===== src/rtl/te_sync_pkg.sv =====
package te_sync_pkg;

    // Sync setting carried on cfg_mode
    typedef enum logic [1:0] {
        TE_OFF     = 2'd0,
        TE_ONE_PIN = 2'd1,
        TE_TWO_PIN = 2'd2,
        TE_OFF_ALT = 2'd3
    } te_mode_e;

    // Per-wire pulse measurement states
    typedef enum logic {
        M_IDLE   = 1'b0,
        M_ACTIVE = 1'b1
    } meas_state_e;

    // Request tracker states
    typedef enum logic [1:0] {
        T_IDLE = 2'd0,
        T_WAIT = 2'd1,
        T_FIRE = 2'd2
    } trk_state_e;

    function automatic logic sync_enabled(input te_mode_e m);
        return (m == TE_ONE_PIN) || (m == TE_TWO_PIN);
    endfunction

endpackage


===== src/rtl/te_pin_sync.sv =====
module te_pin_sync #(
    parameter int NPIN = 2
) (
    input  logic            clk,
    input  logic            rst_n,
    input  logic [NPIN-1:0] raw_in,
    input  logic [NPIN-1:0] inv,
    output logic [NPIN-1:0] act_out
);

    // Polarity applied before the flops so reset means "inactive"
    for (genvar p = 0; p < NPIN; p++) begin : g_pin
        logic stage1;
        logic stage2;

        always_ff @(posedge clk or negedge rst_n) begin
            if (!rst_n) begin
                stage1 <= 1'b0;
                stage2 <= 1'b0;
            end else begin
                stage1 <= raw_in[p] ^ inv[p];
                stage2 <= stage1;
            end
        end

        assign act_out[p] = stage2;
    end

endmodule


===== src/rtl/te_pulse_meas.sv =====
module te_pulse_meas
    import te_sync_pkg::*;
#(
    parameter int WW = 8
) (
    input  logic          clk,
    input  logic          rst_n,
    input  logic          act,
    output logic          end_strb,
    output logic [WW-1:0] width
);

    meas_state_e   state_q;
    meas_state_e   state_d;
    logic [WW-1:0] cnt_q;

    // State register
    always_ff @(posedge clk or negedge rst_n) begin
        if (!rst_n) state_q <= M_IDLE;
        else        state_q <= state_d;
    end

    always_comb begin
        state_d = state_q;
        unique case (state_q)
            M_IDLE:   if (act)  state_d = M_ACTIVE;
            M_ACTIVE: if (!act) state_d = M_IDLE;
            default:            state_d = M_IDLE;
        endcase
    end

    // Outputs and width counter
    always_ff @(posedge clk or negedge rst_n) begin
        if (!rst_n) begin
            cnt_q    <= '0;
            end_strb <= 1'b0;
            width    <= '0;
        end else begin
            end_strb <= 1'b0;
            unique case (state_q)
                M_IDLE: begin
                    if (act) cnt_q <= {{(WW-1){1'b0}}, 1'b1};
                end
                M_ACTIVE: begin
                    if (act) begin
                        if (cnt_q != '1) cnt_q <= cnt_q + 1'b1;
                    end else begin
                        end_strb <= 1'b1;
                        width    <= cnt_q;
                    end
                end
                default: cnt_q <= '0;
            endcase
        end
    end


    end_nonzero_chk: assert property (@(posedge clk) disable iff (!rst_n)
        end_strb |-> (width != '0));


    end_after_fall_chk: assert property (@(posedge clk) disable iff (!rst_n)
        end_strb |-> $past(!act));

endmodule


===== src/rtl/te_line_tracker.sv =====
module te_line_tracker
    import te_sync_pkg::*;
#(
    parameter int LW = 11
) (
    input  logic          clk,
    input  logic          rst_n,
    input  logic          sync_on,
    input  logic          vs_evt,
    input  logic          hs_evt,
    input  logic [LW-1:0] cfg_line,
    input  logic          start_req,
    output logic [LW-1:0] line_cnt,
    output logic          xfer_trig
);

    trk_state_e state_q;
    trk_state_e state_d;
    logic       line_hit;

    assign line_hit = (line_cnt == cfg_line);

    // State register
    always_ff @(posedge clk or negedge rst_n) begin
        if (!rst_n) state_q <= T_IDLE;
        else        state_q <= state_d;
    end

    always_comb begin
        state_d = state_q;
        unique case (state_q)
            T_IDLE: begin
                if (start_req) state_d = sync_on ? T_WAIT : T_FIRE;
            end
            T_WAIT: begin
                if (!sync_on || line_hit) state_d = T_FIRE;
            end
            T_FIRE:  state_d = T_IDLE;
            default: state_d = T_IDLE;
        endcase
    end

    // Outputs
    assign xfer_trig = (state_q == T_FIRE);

    always_ff @(posedge clk or negedge rst_n) begin
        if (!rst_n)      line_cnt <= '0;
        else if (vs_evt) line_cnt <= '0;
        else if (hs_evt) line_cnt <= line_cnt + 1'b1;
    end


    trig_single_chk: assert property (@(posedge clk) disable iff (!rst_n)
        xfer_trig |=> !xfer_trig);


    line_vs_reset_chk: assert property (@(posedge clk) disable iff (!rst_n)
        vs_evt |=> (line_cnt == '0));


    line_hs_inc_chk: assert property (@(posedge clk) disable iff (!rst_n)
        (hs_evt && !vs_evt) |=> (line_cnt == LW'($past(line_cnt) + 1'b1)));


    line_hold_chk: assert property (@(posedge clk) disable iff (!rst_n)
        (!hs_evt && !vs_evt) |=> $stable(line_cnt));


    nosync_fire_chk: assert property (@(posedge clk) disable iff (!rst_n)
        (state_q == T_IDLE && start_req && !sync_on) |=> xfer_trig);


    off_release_chk: assert property (@(posedge clk) disable iff (!rst_n)
        (state_q == T_WAIT && !sync_on) |=> xfer_trig);

endmodule


===== src/rtl/te_sync_detect.sv =====
module te_sync_detect
    import te_sync_pkg::*;
#(
    parameter int WW = 8,
    parameter int LW = 11
) (
    input  logic          clk,
    input  logic          rst_n,
    input  logic [1:0]    cfg_mode,
    input  logic [WW-1:0] cfg_hs_width,
    input  logic [WW-1:0] cfg_vs_width,
    input  logic          cfg_hs_inv,
    input  logic          cfg_vs_inv,
    input  logic [LW-1:0] cfg_line,
    input  logic          start_req,
    input  logic          te_pin0,
    input  logic          te_pin1,
    output logic          vs_evt,
    output logic          hs_evt,
    output logic [LW-1:0] line_cnt,
    output logic          xfer_trig
);

    localparam int NPIN = 2;

    te_mode_e          mode;
    logic              sync_on;
    logic [NPIN-1:0]   pin_act;
    logic [NPIN-1:0]   pin_end;
    logic [WW-1:0]     pin_width [NPIN];

    assign mode    = te_mode_e'(cfg_mode);
    assign sync_on = sync_enabled(mode);

    te_pin_sync #(.NPIN(NPIN)) u_sync (
        .clk     (clk),
        .rst_n   (rst_n),
        .raw_in  ({te_pin1, te_pin0}),
        .inv     ({cfg_hs_inv, cfg_vs_inv}),
        .act_out (pin_act)
    );

    for (genvar p = 0; p < NPIN; p++) begin : g_meas
        te_pulse_meas #(.WW(WW)) u_meas (
            .clk      (clk),
            .rst_n    (rst_n),
            .act      (pin_act[p]),
            .end_strb (pin_end[p]),
            .width    (pin_width[p])
        );
    end

    // Pulse classification by mode
    always_comb begin
        vs_evt = 1'b0;
        hs_evt = 1'b0;
        unique case (mode)
            TE_ONE_PIN: begin
                if (pin_end[0]) begin
                    if (pin_width[0] >= cfg_vs_width)      vs_evt = 1'b1;
                    else if (pin_width[0] >= cfg_hs_width) hs_evt = 1'b1;
                end
            end
            TE_TWO_PIN: begin
                vs_evt = pin_end[0] && (pin_width[0] >= cfg_vs_width);
                hs_evt = pin_end[1] && (pin_width[1] >= cfg_hs_width);
            end
            TE_OFF, TE_OFF_ALT: begin
                vs_evt = 1'b0;
                hs_evt = 1'b0;
            end
            default: begin
                vs_evt = 1'b0;
                hs_evt = 1'b0;
            end
        endcase
    end

    te_line_tracker #(.LW(LW)) u_track (
        .clk       (clk),
        .rst_n     (rst_n),
        .sync_on   (sync_on),
        .vs_evt    (vs_evt),
        .hs_evt    (hs_evt),
        .cfg_line  (cfg_line),
        .start_req (start_req),
        .line_cnt  (line_cnt),
        .xfer_trig (xfer_trig)
    );


    onepin_excl_chk: assert property (@(posedge clk) disable iff (!rst_n)
        (mode == TE_ONE_PIN) |-> !(vs_evt && hs_evt));


    off_quiet_chk: assert property (@(posedge clk) disable iff (!rst_n)
        !sync_on |-> !(vs_evt || hs_evt));


    onepin_cfg_chk: assert property (@(posedge clk) disable iff (!rst_n)
        (mode == TE_ONE_PIN) |-> (cfg_hs_width >= WW'(2) && cfg_vs_width >= WW'(4)
                                  && cfg_vs_width > cfg_hs_width));


    twopin_cfg_chk: assert property (@(posedge clk) disable iff (!rst_n)
        (mode == TE_TWO_PIN) |-> (cfg_hs_width >= WW'(2) && cfg_vs_width >= WW'(2)
                                  && cfg_vs_width != cfg_hs_width));

endmodule


===== config.mk =====
export PLATFORM = sky130hd
export DESIGN_NAME = te_sync_detect
export DESIGN_NICKNAME = d
export VERILOG_FILES = /design/src/rtl/te_sync_pkg.sv /design/src/rtl/te_pin_sync.sv /design/src/rtl/te_pulse_meas.sv /design/src/rtl/te_line_tracker.sv /design/src/rtl/te_sync_detect.sv
export SDC_FILE = /design/constraint.sdc
export NUM_CORES = 1
export LEC_CHECK = 0
export ABC_AREA = 1
export BUFFER_PORTS_ARGS = -buffer_cell sky130_fd_sc_hd__buf_4
export CAP_MARGIN = 25
export CORE_MARGIN = 1.5
export CORE_UTILIZATION = 40
export CTS_BUF_LIST = sky130_fd_sc_hd__clkbuf_16
export CTS_CLUSTER_DIAMETER = 50
export CTS_CLUSTER_SIZE = 25
export DETAILED_ROUTE_END_ITERATION = 7
export GPL_TIMING_DRIVEN = 0
export PLACE_DENSITY = 0.55
export SYNTH_ARGS = -nofsm -noshare
export SYNTH_HDL_FRONTEND = slang
export SYNTH_SLANG_ARGS = --single-unit

===== constraint.sdc =====
create_clock -name clk -period 2.1 [get_ports clk]
set_input_delay 0.21 -clock clk [delete_from_list [all_inputs] [get_ports clk]]
set_output_delay 0.21 -clock clk [all_outputs]
set_load 0.1 [all_outputs]

==> impl_metrics.env <==
export IMPL_cap_violations=0
export IMPL_synth_top_family_by_area="simple AND/OR/NAND/NOR gates"
export IMPL_via_per_inst=4.77
export IMPL_routabilityCongestion=0.776
export IMPL_fmax_mhz=473
export IMPL_synth_xor_area_share_pct=6.43
export IMPL_io_pins=50
export IMPL_path_cells="ha_4, nand2_2, nor2_2, nor2_1, nand2_1, nand2_1, nand2_1, nand2_2, o21ai_4, buf_8, buf_12"
export IMPL_netlist_top_cells_area="dfrtp_1 39%, nand2_1 12%, ha_1 11%, inv_1 6.1%, xor2_1 5.7%"
export IMPL_die_y_um=95.3
export IMPL_startpoint_type="register"
export IMPL_failed_checks="negative setup slack"
export IMPL_yosysMostFrequentCell="nand2_1"
export IMPL_numPortBuffers=49
export IMPL_root_buffer="clkbuf_16"
export IMPL_syn_to_final_growth_pct=24.6
export IMPL_status="complete, but fails checks"
export IMPL_drive_gt1_share_pct=25.4
export IMPL_clk_pin_slew_ps=70
export IMPL_tightestPinTransition_ps=692
export IMPL_synth_area_leader_cell="dfrtp_1"
export IMPL_synth_top_area_share_pct=39.0
export IMPL_setup_viol=1
export IMPL_fin_setup_tns_ps=-12.1
export IMPL_p_seq_share_pct=44.2
export IMPL_hold_start="te_pin1"
export IMPL_relSlewSlack_pct=53.9
export IMPL_postSynthAreaPerCell_sq_um=8.03
export IMPL_synth_cell_area_sq_mm=0.00340
export IMPL_antenna_cells=0
export IMPL_cp_slowest_cell="dfrtp_2"
export IMPL_crit_type="reg -> out"
export IMPL_placed_area_sq_mm=0.00391
export IMPL_synth_edf_count=0
export IMPL_finish_instance_area_sq_mm=0.00424
export IMPL_die_area_sq_mm=0.00907
export IMPL_synthCells=424
export IMPL_ir_drop_v=0.000427
export IMPL_slew_viol_final=0
export IMPL_cp_arrival_ps=1900
export IMPL_p_total_mw=2.88
export IMPL_nets=548
export IMPL_pwr_share_comb_pct=24.4
export IMPL_cts_max_level=2
export IMPL_yosysWarningCount=0
export IMPL_p_leak_nw=2.20
export IMPL_syn_nets=489
export IMPL_grt_pass1_wl_um=12100
export IMPL_setup_ws_ps=-12.1
export IMPL_pwr_share_clk_pct=31.5
export IMPL_crit_path_start="g_meas[0].u_meas.width[1]$_DFFE_PN0P_"
export IMPL_powerDensity_mw_per_mm2=679
export IMPL_cts_tree="done"
export IMPL_synth_compound_area_share_pct=6.73
export IMPL_drt_iter0_markers=113
export IMPL_p_int_mw=1.99
export IMPL_grt_usage_pct=17.1
export IMPL_clock_sinks=53
export IMPL_worstHoldPathType="in -> reg"
export IMPL_synthDistinctLibCells=34
export IMPL_finalCritPeriodShare_pct=101
export IMPL_grt_pass1_vias=2606
export IMPL_synthTopCellsByCount="108 x nand2_1, 55 x inv_1, 53 x dfrtp_1"
export IMPL_routed_wl_um=6990
export IMPL_n_fill_cell=806
export IMPL_crit_fanout=3
export IMPL_synth_adder_area_share_pct=10.7
export IMPL_initial_core_util_pct=41.4
export IMPL_holdWs_ps=85.1
export IMPL_muxShareOfSynthArea_pct=0
export IMPL_synthFlopType="dfrtp_1"
export IMPL_ant_nets=0
export IMPL_finalCriticalPeriod_ps=2110
export IMPL_clockBufferDepth=2
export IMPL_wire_per_inst_um=11.9
export IMPL_swShare_pct=30.9
export IMPL_ys_ff_latch=53
export IMPL_p_switching_mw=0.889
export IMPL_synth_simple_area_share_pct=28.3
export IMPL_core_sq_mm=0.00822
export IMPL_die_w_um=95.3
export IMPL_grt_remaining_overflow=0
export IMPL_required_ps=1890
export IMPL_final_util_pct=51.6
export IMPL_drc_errors=0
export IMPL_numCtsBuffers=5
export IMPL_clock_latency_ps=290
export IMPL_num_rows=33
export IMPL_skew_ps=4.64
export IMPL_grt_max_degree=54
export IMPL_drt_pass1_iter_count=4
export IMPL_slowest_delay_ps=470
export IMPL_finalHoldViolCount=0
export IMPL_seq_area_frac_synth_pct=39.0
export IMPL_vias=2812
export IMPL_rsz0062_at_grt="true"
export IMPL_crit_top_cell="nand2_1"
export IMPL_r2r_start="g_meas[0].u_meas.width[1]$_DFFE_PN0P_"
export IMPL_hpwl_um=5370
export IMPL_async_flop_share_pct=100
export IMPL_critical_path_endpoint_type="output port"
export IMPL_antenna_found_initial=0
[cells by family after synthesis]
logic type / after synthesis
buffers and inverters: 75
DFF: 53
AOI/OAI and AO/OA: 39
and+or+nand+nor: 203
xor gates and xnor gates: 25
adders and majority gates: 29
[critical path: cells and delay by family (launching register included)]
kind,cells,cell delay [ps]
and+or+nand+nor,7,430
adders and majority gates,1,290
DFF,1,470
AOI/OAI and AO/OA,1,140
buffers and inverters,2,280
[final timing paths]
check | cells past startpoint | to | slack, ps
max | 11 | hs_evt | -10
min | 2 | u_sync.g_pin[1].stage1$_DFF_PN0_ | 90
max reg2reg | 13 | u_track.line_cnt[7]$_DFFE_PN0P_ | 270
min reg2reg | 0 | u_sync.g_pin[0].stage2$_DFF_PN0_ | 350
max in group asynchronous | 2 | u_track.line_cnt[0]$_DFFE_PN0P_ | 1090
min in group asynchronous | 2 | u_track.line_cnt[7]$_DFFE_PN0P_ | 510
[flip-flops by register name, indices dropped and copies added (netlist names)]
| signal | flops |
|---|---|
| u_sync.g_pin.stage1 | 2 |
| g_meas.u_meas.cnt_q | 16 |
| g_meas.u_meas.width | 16 |
| g_meas.u_meas.state_q | 2 |
| u_sync.g_pin.stage2 | 2 |
| u_track.state_q | 2 |
| u_track.line_cnt | 11 |
| g_meas.u_meas.end_strb | 2 |
[cell type report]
type                            instances  area (sq um)  share of cell area [%]
Multi-Input combinational cell        296          1890                    44.6
Sequential cell                        53          1330                    31.4
Timing Repair Buffer                   52           418                    9.85
Inverter                               67           251                    5.93
Tap cell                              105           131                    3.10
Clock buffer                            5           125                    2.95
Buffer                                  8          56.3                    1.33
Clock inverter                          3          37.5                   0.885
[layer usage]
layer  vias up  part of all wire (%)  global-route usage [%]
met2        56                    46                    27.1
met5         -                     0                       0
met4         0                   1.4                    5.22
li1       1469                     -                       -
met3         6                   4.3                    2.87
met1      1281                    49                    23.7
[metrics by stage]
stage          std cells  setup slack (ps)
6_report             589             -12.1
4_1_cts              589             -55.4
3_3_place_gp         578              34.2
2_1_floorplan        424              9.75
3_5_place_dp         578              33.2
5_1_grt              589              -106
[cells in the final DEF, fill, tap and decap left out, drive strengths merged]
| master | count |
|---|---|
| nand2 | 114 |
| inv | 67 |
| buf | 57 |
| dfrtp | 53 |
| nor2 | 37 |
| ha | 29 |
| nand3 | 25 |
| xor2 | 22 |
| o21ai | 19 |
| nand4 | 16 |
| a21oi | 10 |
| nor3 | 7 |
| clkbuf | 7 |
| o31ai | 5 |
| xnor2 | 3 |
| a21o | 2 |
| or2 | 2 |
| a31oi | 2 |
| clkinv | 2 |
| o21a | 1 |
| nand3b | 1 |
| and3b | 1 |
| bufinv | 1 |
| dlygate4sd3 | 1 |
[repair_timing]
action	CTS	global route
pin swaps	2	11
endpoints found under the hold margin	1	0
endpoints found under the setup margin	2	2
setup buffers	2	0
resized for setup	10	19
gates cloned	0	0
hold buffers	1	0
[power by group through the flow]
stage	combinational [mW]	sequential [mW]	clock, mW
floorplan	0.455	1.28	0
global placement	0.653	1.28	0
detailed placement	0.662	1.28	0
CTS	0.671	1.26	0.939
global route	0.819	1.29	0.975
finish	0.702	1.27	0.906
Power figures use the tool's default switching activity.
